<file path="src/rtl/spim_pkg.sv">
package spim_pkg;
    localparam int DATA_W = 16;
    localparam int CS_W   = 6;
    localparam int FSZ_W  = 4;

    // command half-word bit positions
    localparam int CMD_CONT = 15;
    localparam int CMD_EOQ  = 11;
    localparam int CMD_CLR  = 10;

    // register indices
    localparam logic [2:0] RA_CTRL  = 3'd0;
    localparam logic [2:0] RA_ATTR  = 3'd1;
    localparam logic [2:0] RA_COUNT = 3'd2;
    localparam logic [2:0] RA_STAT  = 3'd3;
    localparam logic [2:0] RA_IRQEN = 3'd4;
    localparam logic [2:0] RA_PUSH  = 3'd5;
    localparam logic [2:0] RA_POP   = 3'd6;

    // status bits
    localparam int SB_DONE = 31;
    localparam int SB_EOQ  = 28;
    localparam int SB_OVF  = 1;
    localparam int SB_UDF  = 0;

    // control bits
    localparam int CB_EN    = 0;
    localparam int CB_FLTX  = 4;
    localparam int CB_FLRX  = 5;
    localparam int CB_LVL   = 8;

    typedef enum logic [2:0] {
        ST_IDLE,
        ST_SETUP,
        ST_HALF1,
        ST_HALF2,
        ST_HOLD
    } eng_state_e;
endpackage

</file>
<file path="src/rtl/spim_fifo.sv">
module spim_fifo #(
    parameter int W     = 32,
    parameter int DEPTH = 4
) (
    input  logic         clk,
    input  logic         rst_n,
    input  logic         flush,
    input  logic         push,
    input  logic [W-1:0] din,
    input  logic         pop,
    output logic [W-1:0] dout,
    output logic         full,
    output logic         empty
);
    localparam int AW = $clog2(DEPTH);

    logic [W-1:0] mem [DEPTH];
    logic [AW:0]  wp, rp;

    assign empty = (wp == rp);
    assign full  = (wp[AW] != rp[AW]) && (wp[AW-1:0] == rp[AW-1:0]);
    assign dout  = mem[rp[AW-1:0]];

    always_ff @(posedge clk or negedge rst_n) begin
        if (!rst_n) begin
            wp <= '0;
            rp <= '0;
        end else if (flush) begin
            wp <= '0;
            rp <= '0;
        end else begin
            if (push && !full)  wp <= wp + 1'b1;
            if (pop && !empty)  rp <= rp + 1'b1;
        end
    end

    always_ff @(posedge clk) begin
        if (push && !full && !flush) mem[wp[AW-1:0]] <= din;
    end
endmodule

</file>
<file path="src/rtl/spim_core.sv">
module spim_core
    import spim_pkg::*;
#(
    parameter int DIV_W = 8
) (
    input  logic              clk,
    input  logic              rst_n,
    input  logic              start_ok,
    input  logic [31:0]       tx_word,
    input  logic [FSZ_W-1:0]  fsz,
    input  logic              cpol,
    input  logic              cpha,
    input  logic              lsb_first,
    input  logic [DIV_W-1:0]  half_div,
    input  logic              miso,
    output logic              tx_pop,
    output logic              frame_end,
    output logic              frame_eoq,
    output logic              cnt_clear,
    output logic [DATA_W-1:0] rx_data,
    output logic [CS_W-1:0]   cs_act,
    output logic              busy,
    output logic              sck,
    output logic              mosi
);
    eng_state_e          state, state_n;
    logic [DIV_W-1:0]    tick;
    logic [FSZ_W-1:0]    idx;
    logic [15:0]         cmd_q;
    logic [DATA_W-1:0]   data_q;
    logic [DATA_W-1:0]   rx_sh;
    logic [CS_W-1:0]     cs_hold;
    logic                half_end;
    logic [FSZ_W-1:0]    bit_pos;

    assign half_end = (tick == half_div);
    assign bit_pos  = lsb_first ? idx : (fsz - idx);

    // next-state logic
    always_comb begin
        state_n   = state;
        tx_pop    = 1'b0;
        frame_end = 1'b0;
        unique case (state)
            ST_IDLE:  if (start_ok) begin
                          state_n = ST_SETUP;
                          tx_pop  = 1'b1;
                      end
            ST_SETUP: if (half_end) state_n = ST_HALF1;
            ST_HALF1: if (half_end) state_n = ST_HALF2;
            ST_HALF2: if (half_end) state_n = (idx == fsz) ? ST_HOLD : ST_HALF1;
            ST_HOLD:  if (half_end) begin
                          state_n   = ST_IDLE;
                          frame_end = 1'b1;
                      end
            default:  state_n = ST_IDLE;
        endcase
    end

    // state register and datapath registers
    always_ff @(posedge clk or negedge rst_n) begin
        if (!rst_n) begin
            state   <= ST_IDLE;
            tick    <= '0;
            idx     <= '0;
            cmd_q   <= '0;
            data_q  <= '0;
            rx_sh   <= '0;
            cs_hold <= '0;
        end else begin
            state <= state_n;
            if (state_n != state || state == ST_IDLE) tick <= '0;
            else                                      tick <= tick + 1'b1;
            if (tx_pop) begin
                cmd_q  <= tx_word[31:16];
                data_q <= tx_word[DATA_W-1:0];
                idx    <= '0;
                rx_sh  <= '0;
            end
            if (state == ST_HALF1 && half_end) rx_sh[bit_pos] <= miso;
            if (state == ST_HALF2 && half_end && idx != fsz) idx <= idx + 1'b1;
            if (frame_end) cs_hold <= cmd_q[CMD_CONT] ? cmd_q[CS_W-1:0] : '0;
        end
    end

    // outputs
    always_comb begin
        sck    = cpol;
        mosi   = 1'b0;
        cs_act = cmd_q[CS_W-1:0];
        unique case (state)
            ST_IDLE:  cs_act = cs_hold;
            ST_SETUP: mosi = data_q[bit_pos];
            ST_HALF1: begin
                          sck  = cpol ^ cpha;
                          mosi = data_q[bit_pos];
                      end
            ST_HALF2: begin
                          sck  = ~(cpol ^ cpha);
                          mosi = data_q[bit_pos];
                      end
            ST_HOLD:  sck = cpol;
            default:  cs_act = '0;
        endcase
    end

    assign busy      = (state != ST_IDLE);
    assign frame_eoq = frame_end & cmd_q[CMD_EOQ];
    assign cnt_clear = tx_pop & tx_word[16 + CMD_CLR];
    assign rx_data   = rx_sh;
endmodule

</file>
<file path="src/rtl/spim_engine.sv">
module spim_engine
    import spim_pkg::*;
#(
    parameter int TX_DEPTH = 4,
    parameter int RX_DEPTH = 4,
    parameter int DIV_W    = 8
) (
    input  logic            clk,
    input  logic            rst_n,
    input  logic            reg_wr,
    input  logic            reg_rd,
    input  logic [2:0]      reg_addr,
    input  logic [31:0]     reg_wdata,
    output logic [31:0]     reg_rdata,
    output logic            irq,
    output logic            sck,
    output logic            mosi,
    input  logic            miso,
    output logic [CS_W-1:0] sel_o
);
    localparam logic [FSZ_W-1:0] FSZ_MIN = FSZ_W'(3);

    logic                master_en;
    logic [CS_W-1:0]     idle_lvl;
    logic [FSZ_W-1:0]    fsz_fld, fsz_eff;
    logic                cpol, cpha, lsb_first;
    logic [DIV_W-1:0]    half_div;
    logic [15:0]         xfer_cnt;
    logic                st_done, st_eoq, st_ovf, st_udf;
    logic                ie_done, ie_eoq;

    logic wr_ctrl, wr_attr, wr_stat, wr_irqen, push_wr, pop_rd;
    logic tx_flush, rx_flush;
    logic tx_full, tx_empty, rx_full, rx_empty;
    logic [31:0]         tx_head;
    logic [DATA_W-1:0]   rx_head, rx_din;
    logic tx_pop, rx_push, frame_done, frame_eoq, cnt_clear, busy;
    logic [CS_W-1:0]     cs_act;
    logic [31:0]         rd_mux;

    assign wr_ctrl  = reg_wr && reg_addr == RA_CTRL;
    assign wr_attr  = reg_wr && reg_addr == RA_ATTR;
    assign wr_stat  = reg_wr && reg_addr == RA_STAT;
    assign wr_irqen = reg_wr && reg_addr == RA_IRQEN;
    assign push_wr  = reg_wr && reg_addr == RA_PUSH;
    assign pop_rd   = reg_rd && reg_addr == RA_POP;
    assign tx_flush = wr_ctrl && reg_wdata[CB_FLTX];
    assign rx_flush = wr_ctrl && reg_wdata[CB_FLRX];
    assign fsz_eff  = (fsz_fld < FSZ_MIN) ? FSZ_MIN : fsz_fld;

    spim_fifo #(.W(32), .DEPTH(TX_DEPTH)) u_txq (
        .clk(clk), .rst_n(rst_n), .flush(tx_flush),
        .push(push_wr), .din(reg_wdata), .pop(tx_pop),
        .dout(tx_head), .full(tx_full), .empty(tx_empty)
    );

    spim_fifo #(.W(DATA_W), .DEPTH(RX_DEPTH)) u_rxq (
        .clk(clk), .rst_n(rst_n), .flush(rx_flush),
        .push(rx_push), .din(rx_din), .pop(pop_rd),
        .dout(rx_head), .full(rx_full), .empty(rx_empty)
    );

    spim_core #(.DIV_W(DIV_W)) u_core (
        .clk(clk), .rst_n(rst_n),
        .start_ok(master_en && !tx_empty && !rx_full),
        .tx_word(tx_head), .fsz(fsz_eff), .cpol(cpol), .cpha(cpha),
        .lsb_first(lsb_first), .half_div(half_div), .miso(miso),
        .tx_pop(tx_pop), .frame_end(frame_done), .frame_eoq(frame_eoq),
        .cnt_clear(cnt_clear), .rx_data(rx_din), .cs_act(cs_act),
        .busy(busy), .sck(sck), .mosi(mosi)
    );

    assign rx_push = frame_done;

    always_ff @(posedge clk or negedge rst_n) begin
        if (!rst_n) begin
            master_en <= 1'b0;
            idle_lvl  <= '1;
            fsz_fld   <= FSZ_W'(7);
            cpol      <= 1'b0;
            cpha      <= 1'b0;
            lsb_first <= 1'b0;
            half_div  <= '0;
            xfer_cnt  <= '0;
            st_done   <= 1'b0;
            st_eoq    <= 1'b0;
            st_ovf    <= 1'b0;
            st_udf    <= 1'b0;
            ie_done   <= 1'b0;
            ie_eoq    <= 1'b0;
        end else begin
            if (wr_ctrl) begin
                master_en <= reg_wdata[CB_EN];
                idle_lvl  <= reg_wdata[CB_LVL +: CS_W];
            end
            if (wr_attr) begin
                fsz_fld   <= reg_wdata[FSZ_W-1:0];
                cpol      <= reg_wdata[4];
                cpha      <= reg_wdata[5];
                lsb_first <= reg_wdata[6];
                half_div  <= reg_wdata[8 +: DIV_W];
            end
            if (wr_irqen) begin
                ie_done <= reg_wdata[SB_DONE];
                ie_eoq  <= reg_wdata[SB_EOQ];
            end
            if (cnt_clear)       xfer_cnt <= '0;
            else if (frame_done) xfer_cnt <= xfer_cnt + 16'd1;
            st_done <= (st_done & ~(wr_stat & reg_wdata[SB_DONE])) | frame_done;
            st_eoq  <= (st_eoq  & ~(wr_stat & reg_wdata[SB_EOQ]))  | frame_eoq;
            st_ovf  <= (st_ovf  & ~(wr_stat & reg_wdata[SB_OVF]))  | (push_wr & tx_full);
            st_udf  <= (st_udf  & ~(wr_stat & reg_wdata[SB_UDF]))  | (pop_rd & rx_empty);
        end
    end

    always_comb begin
        rd_mux = '0;
        unique case (reg_addr)
            RA_CTRL: begin
                rd_mux[CB_EN]            = master_en;
                rd_mux[CB_LVL +: CS_W]   = idle_lvl;
            end
            RA_ATTR: begin
                rd_mux[FSZ_W-1:0]        = fsz_fld;
                rd_mux[4]                = cpol;
                rd_mux[5]                = cpha;
                rd_mux[6]                = lsb_first;
                rd_mux[8 +: DIV_W]       = half_div;
            end
            RA_COUNT: rd_mux[31:16]      = xfer_cnt;
            RA_STAT: begin
                rd_mux[SB_DONE]          = st_done;
                rd_mux[SB_EOQ]           = st_eoq;
                rd_mux[SB_OVF]           = st_ovf;
                rd_mux[SB_UDF]           = st_udf;
            end
            RA_IRQEN: begin
                rd_mux[SB_DONE]          = ie_done;
                rd_mux[SB_EOQ]           = ie_eoq;
            end
            RA_POP:  rd_mux[DATA_W-1:0]  = rx_empty ? '0 : rx_head;
            default: rd_mux = '0;
        endcase
    end

    always_ff @(posedge clk or negedge rst_n) begin
        if (!rst_n)      reg_rdata <= '0;
        else if (reg_rd) reg_rdata <= rd_mux;
    end

    assign irq   = (st_done & ie_done) | (st_eoq & ie_eoq);
    assign sel_o = idle_lvl ^ cs_act;
endmodule

</file>
<file path="config.mk">
export PLATFORM = sky130hd
export DESIGN_NAME = spim_engine
export DESIGN_NICKNAME = d
export VERILOG_FILES = /design/src/rtl/spim_pkg.sv /design/src/rtl/spim_fifo.sv /design/src/rtl/spim_core.sv /design/src/rtl/spim_engine.sv
export SDC_FILE = /design/constraint.sdc
export NUM_CORES = 1
export LEC_CHECK = 0
export ABC_AREA = 1
export BUFFER_PORTS_ARGS = -buffer_cell sky130_fd_sc_hd__buf_2
export CAP_MARGIN = 20
export CORE_MARGIN = 2
export CORE_UTILIZATION = 60
export CTS_CLUSTER_DIAMETER = 120
export DETAILED_ROUTE_END_ITERATION = 16
export MAX_ROUTING_LAYER = met4
export PLACE_DENSITY_LB_ADDON = 0.3
export SYNTH_ARGS = -nofsm -noshare
export SYNTH_HDL_FRONTEND = slang
export SYNTH_SLANG_ARGS = --single-unit
</file>
<file path="constraint.sdc">
create_clock -name clk -period 7.02 [get_ports clk]
set_input_delay 0.351 -clock clk [delete_from_list [all_inputs] [get_ports clk]]
set_output_delay 0.351 -clock clk [all_outputs]
set_load 0.02 [all_outputs]
</file>
# Yosys cells after proc, flatten, opt, wreduce, memory -nomap -nowiden
# Memories as Yosys holds them, arrays and structs flattened.
# Index checks and enable logic that the tools add are counted.
dict set report classes {
  n_addsub 8
  multipliers 0
  div_mod_pow 0
  n_lt_le_gt_ge 3
  eq_ne 20
  n_shift 0
  n_mux 52
  bitwise_logic 26
  n_reduce_logical 39
}
# op n
set op_table {}
lappend op_table {{two-way mux 16 bit} 5}
lappend op_table {{two-way mux 3 bit} 14}
lappend op_table {{logical AND 1 bit} 22}
lappend op_table {{one-hot mux 6 bit (3 select lines)} 1}
lappend op_table {{adder 16 x 1 -> 16 bit, second input constant} 1}
lappend op_table {{bitwise mux 16 bit} 1}
lappend op_table {{two-way mux 4 bit} 4}
lappend op_table {{one-hot mux 3 bit (5 select lines)} 1}
lappend op_table {{bitwise AND 1 bit} 14}
lappend op_table {{adder 3 x 1 -> 3 bit, second input constant} 4}
lappend op_table {{equality test 3 x 2 -> 1 bit, second input constant} 4}
lappend op_table {{equality test 3 bit, second input constant} 4}
lappend op_table {{two-way mux 1 bit} 12}
lappend op_table {{two-way mux 12 bit} 1}
lappend op_table {{one-hot mux 6 bit (2 select lines)} 1}
lappend op_table {{nonzero test 2 bit} 6}
lappend op_table {{one-hot mux 5 bit (2 select lines)} 1}
lappend op_table {{one-hot mux 1 bit (3 select lines)} 3}
lappend op_table {{adder 8 x 1 -> 8 bit, second input constant} 1}
lappend op_table {{equality test 8 bit} 1}
lappend op_table {{two-way mux 8 bit} 1}
lappend op_table {{equality test 3 x 1 -> 1 bit, second input constant} 2}
lappend op_table {{equality test 3 bit} 2}
lappend op_table {{logical NOT 1 bit} 6}
lappend op_table {{other kinds (25)} 36}
dict set report word_totals {
  register_bits 157
  latch_bits 0
  ramBits 192
  romBits 0
  input_bits 40
  out_inout_bits 41
  wordCells 176
  mem_count 2
}
# memory words width rd rd_ports_with_merged_regs write_ports line
set memory_table {}
lappend memory_table {u_txq.mem 4 32 1 0 1 spim_fifo.sv:17} ;# logic [W-1:0] mem [DEPTH];
lappend memory_table {u_rxq.mem 4 16 1 0 1 spim_fifo.sv:17}

# Longest topological paths before layout
dict set report depth {
  word_depth 10
  depth_mapped 14
  mapped_depth_nobuf 14
}

# Modules after synthesis
# A second synthesis with hierarchy kept.
dict set report unflattened {
  hier_cells 1454
  area_unflattened_um2 14933.1
}
# module instances cells_each area_per_inst_um2 seq_area_each_um2
set modules_own_cells {}
lappend modules_own_cells {{spim_fifo at u_txq} 1 373 5238.8 3993.8}
lappend modules_own_cells {spim_engine 1 446 3619.7 1913.1}
lappend modules_own_cells {spim_core 1 417 3204.3 1526.5}
lappend modules_own_cells {{spim_fifo at u_rxq} 1 218 2870.3 2072.0}

# Worst setup path before layout
# OpenSTA, ideal clock, no wires.
dict set report synth_path {
  path_type {reg2out}
  from {register fsz_fld[2]}
  to {output port mosi}
  t_arrival_ps 2123
  required_time_ps 6669
  setup_slack_ps 4546
  stages_incl_launch_ff 14
  n_path_buf 0
  path_cell_list {dfstp_2 nor2_1 nor2_1 ha_1 fa_1 o21ai_2 inv_1 o21ai_0 nand2_1 nand2_1 nand2_1 nand2_1 nand2_1 nor2_1}
}
dict set report synth_between {
  elab_chain_cells 7
}
# element line
set synth_rtl {}
lappend synth_rtl {{start: declaration} spim_engine.sv:25} ;# logic [FSZ_W-1:0] fsz_fld, fsz_eff;
lappend synth_rtl {{start signal: assignment} spim_engine.sv:97} ;# fsz_fld <= reg_wdata[FSZ_W-1:0];
lappend synth_rtl {{< comparator 4 x 2 -> 1 bit} spim_engine.sv:49} ;# assign fsz_eff = (fsz_fld < FSZ_MIN) ? FSZ_MIN : fsz_fld;
lappend synth_rtl {{two-way mux 4 bit *} spim_engine.sv:49}
lappend synth_rtl {{subtractor 4 bit *} spim_core.sv:37} ;# assign bit_pos = lsb_first ? idx : (fsz - idx);
lappend synth_rtl {{two-way mux 4 bit *} spim_core.sv:37}
lappend synth_rtl {{binary-select mux 1 bit (select 4 bit) *} {spim_core.sv:93, spim_core.sv:96, spim_core.sv:100}}
lappend synth_rtl {{two-way mux 1 bit (not written as such) *} {spim_core.sv:93, spim_core.sv:96, spim_core.sv:100}}
lappend synth_rtl {{two-way mux 1 bit *} n/a}
lappend synth_rtl {{end: declaration} spim_engine.sv:17} ;# output logic mosi,
# Mark *: on every way between the ends. The rest lies on a longest branch, timed or not. The select of a mux whose other input is x is not followed.

# Worst setup path after layout
# Same ends and word-level chain as after synthesis.

==> qor.yml <==
finish:
  final_area_sq_um: 15390
  diodes: 0
  syn2layout_area_growth_pct: 11.37
  layout-drive-gt1-share_pct: 13.43
  layout.nets: 1478
critical_path:
  cp_max_fo: 6
  startpoint_type: "flip-flop"
  crit_top_cell: "nand2_1"
  cp_num_buf_inv: 2
  critPathKind: "flip-flop to output pin"
  r2r-start: "u_core.tick[0]"
  crit_chain: "nor2_1 > nor2_1 > ha_1 > fa_1 > o21ai_2 > inv_1 > nor2_1 > nand2_1 > nand3_1 > nand2_1 > nand2_1 > nand2_1 > nand2_1 > nor2_1 > buf_2"
  crit_required_ps: 6670
  startpoint: "fsz_fld[2]"
  cp.arrival_ps: 3100
  cpPeakStageDelay_ps: 570
  crit_path_top_delay_cell: "dfstp_2"
  crit_path_end_kind: "output pin"
  cp_top_family: "simple AND/OR/NAND/NOR gates"
routing:
  drc: 0
  ant_nets: 0
  vias_per_cell: 5.666
  routed_wl_mm: 29.71
  vias: 9797
  dr.pass1.iters: 5
  first_iter_violations: 631
  wl_per_cell_um: 17.18
floorplan:
  io_pins: 81
  rows: 55
  dieArea_sq_um: 24260
  coreArea_sq_um: 22640
  die_x_um: 155.8
  start_util_pct: 61.04
  die_h_um: 155.8
sta:
  period_needed_ps: 3449
  finalCritPeriodShare_pct: 49.13
  setup_tns_ps: 0
  tightest_slew_ps: 995.0
  max_freq_mhz: 289.9
  max_slew_margin_pct: 33.59
  hold_viol_final: 0
  rsz0062_at_grt: "no"
  fin_worst_skew_ps: 12.49
  finalSetupViolCount: 0
  drv_slew: 0
status:
  status: "finished clean"
global_routing:
  antenna_found_initial: 0
  grt_pass1_vias: 9265
  grt_overflow: 0
  grt_pass1_wl_mm: 47.45
  use_met3_pct: 4.083
  grt.met1_usage_pct: 34.85
  grt_busiest_layer: "met2"
  use_met2_pct: 40.41
  grt_max_degree: 81
  grt_use_total_pct: 25.61
yosys:
  ys_seq_area_share_pct: 62.69
  netlist_area_sq_um: 13820
  ys.flop_type: "edfxtp_1"
  synth_top_area_share_pct: 35.63
  synthTopCellsByCount: "nand2_1, edfxtp_1, o21ai_0"
  synth.area.top_cells: "edfxtp_1, dfrtp_1, nand2_1, o21ai_0, nor2_1"
  ys_warn_count: 0
  ys_async_sr_fraction_pct: 47.60
  syn_nets: 1403
  post_synth_num_cell_types: 48
  synth_edf_count: 164
  syn_avg_cell_area_sq_um: 10.27
  synth.most_common_cell: "nand2_1"
  postSynthCellCount: 1346
  ys_ff_latch: 313
  yosysTopAreaCell: "edfxtp_1"
power:
  clockPowerShare_pct: 29.0
  power.switching_w: 0.001728
  combPwrFrac_pct: 24.6
  power.internal_w: 0.003473
  power_density_nw_per_um2: 337.9
  p_total_w: 0.005201
  p_sw_share_pct: 33.22
  pwr-share-seq_pct: 46.4
  irDropWorstVdd_uv: 267.0
  leakage_nw: 6.546
worst_hold_path:
  hold_path_class: "input pin to flip-flop"
  hp-start: "reg_wdata[16]"
placement:
  place.gp.congestion: 0.9243
  dp.final_hpwl_mm: 19.30
  port_buffers: 74
  placed_area_sq_um: 14410
clocking:
  post_cts_buffers: 0
  cts_tree: "yes"
  htreeDepth: 1
  cts_root_buf: "clkbuf_16"
  cts.path.max_buffers: 3
  clk_latency_ps: 560
  cts.sinks: 313
  clk_pin_slew_ps: 60
  cts_buffers: 31
run:
  max_cap_violations: 0
-- routing by layer --
layer / wire (um) / up-vias
li1: - / 4723
met1: 13100 / 4692
met2: 13940 / 322
met3: 1870 / 60
met4: 795 / 0
met5: 0 / -
-- placed cells by master (no fill, tap or decap), drive strengths merged, types with 3 or more instances in the layout --
master and count:
buf 83, dfrtp 140, a221oi 3, nand2 307, nor3 7, edfxtp 164, nand3 57, o22ai 38
nor2 164, dfstp 9, nand4 12, ha 16, a21oi 16, dlygate4sd3 8, inv 105, xor2 22
o211ai 11, nand3b 7, o21ai 183, clkinv 15, clkbuf 40, xnor2 15, o31ai 8
-- stage by stage --
stage | setup slack (ps) | utilization [%] | cells | hold WS, ps
6_report | 3571 | 67.99 | 1729 | 18.30
4_1_cts | 3601 | 67.99 | 1729 | 1.960
2_1_floorplan | 4546 | - | 1346 | 55.41
3_3_place_gp | 4222 | 63.63 | 1665 | 448.5
3_5_place_dp | 4200 | 63.63 | 1665 | 451.8
5_1_grt | 3373 | 67.99 | 1729 | 12.63
-- cells by family after synthesis --
logic type	synth area share, %
AOI/OAI and AO/OA	10.86
xor gates and xnor gates	2.508
adders and majority gates	1.593
buffers and inverters	4.680
DFF	62.69
muxes	0.1629
and+or+nand+nor	17.50
-- timing repair --
item,CTS,global route
hold buffers,8,0
gates resized for setup,0,0
endpoints found under the hold margin,106,0
-- worst register-to-register path, delay by kind of cell (launching register included) --
kind / cells / cell delay [ps]
and+or+nand+nor: 9 / 1810
buffers and inverters: 2 / 160
DFF: 1 / 430
-- registers in the layout, indices dropped and copies added (netlist names), 3 cells and up --
signal          count
u_core.tick         8
half_div            8
u_core.rx_data     16
fsz_fld             4
u_txq.rp            3
u_core.cmd_q        8
u_core.idx          4
u_txq.wp            3
u_rxq.rp            3
xfer_cnt           16
reg_rdata          32
u_core.cs_hold      6
idle_lvl            6
u_core.data_q      16
u_core.state        3
u_txq.mem         100
u_rxq.mem          64
u_rxq.wp            3
-- area by class of cell --
class                      instances  area [sq um]
inverter                         106         402.9
sequential                       313          8665
clock buffer                      40         809.5
timing repair buffer              91         524.3
clock inverter                    16         97.59
tap                              285         356.6
multi-input combinational        878          4537
fill                            1716          7248
-- power by group through the flow --
| stage | clock [W] | sequential [W] | combinational, W |
|---|---|---|---|
| floorplan | 0 | 0.00240 | 0.000928 |
| global placement | 0 | 0.00243 | 0.00123 |
| detailed placement | 0 | 0.00244 | 0.00127 |
| CTS | 0.00152 | 0.00241 | 0.00129 |
| global route | 0.00159 | 0.00244 | 0.00143 |
| finish | 0.00151 | 0.00241 | 0.00128 |
-- path summary, 6_finish.rpt --
path | endpoint | slack [ps] | cells after the start
worst max-delay path | mosi | 3570 | 15
max in group asynchronous | u_core.data_q[7] | 5250 | 3
worst min register to register | reg_rdata[12] | 470 | 2
min in group asynchronous | u_core.rx_data[10] | 380 | 2
worst min-delay path | u_txq.mem[3][16] | 20 | 1
worst max register to register | u_rxq.mem[3][1] | 4230 | 11
No activity file was read; power rests on OpenSTA's default activity.
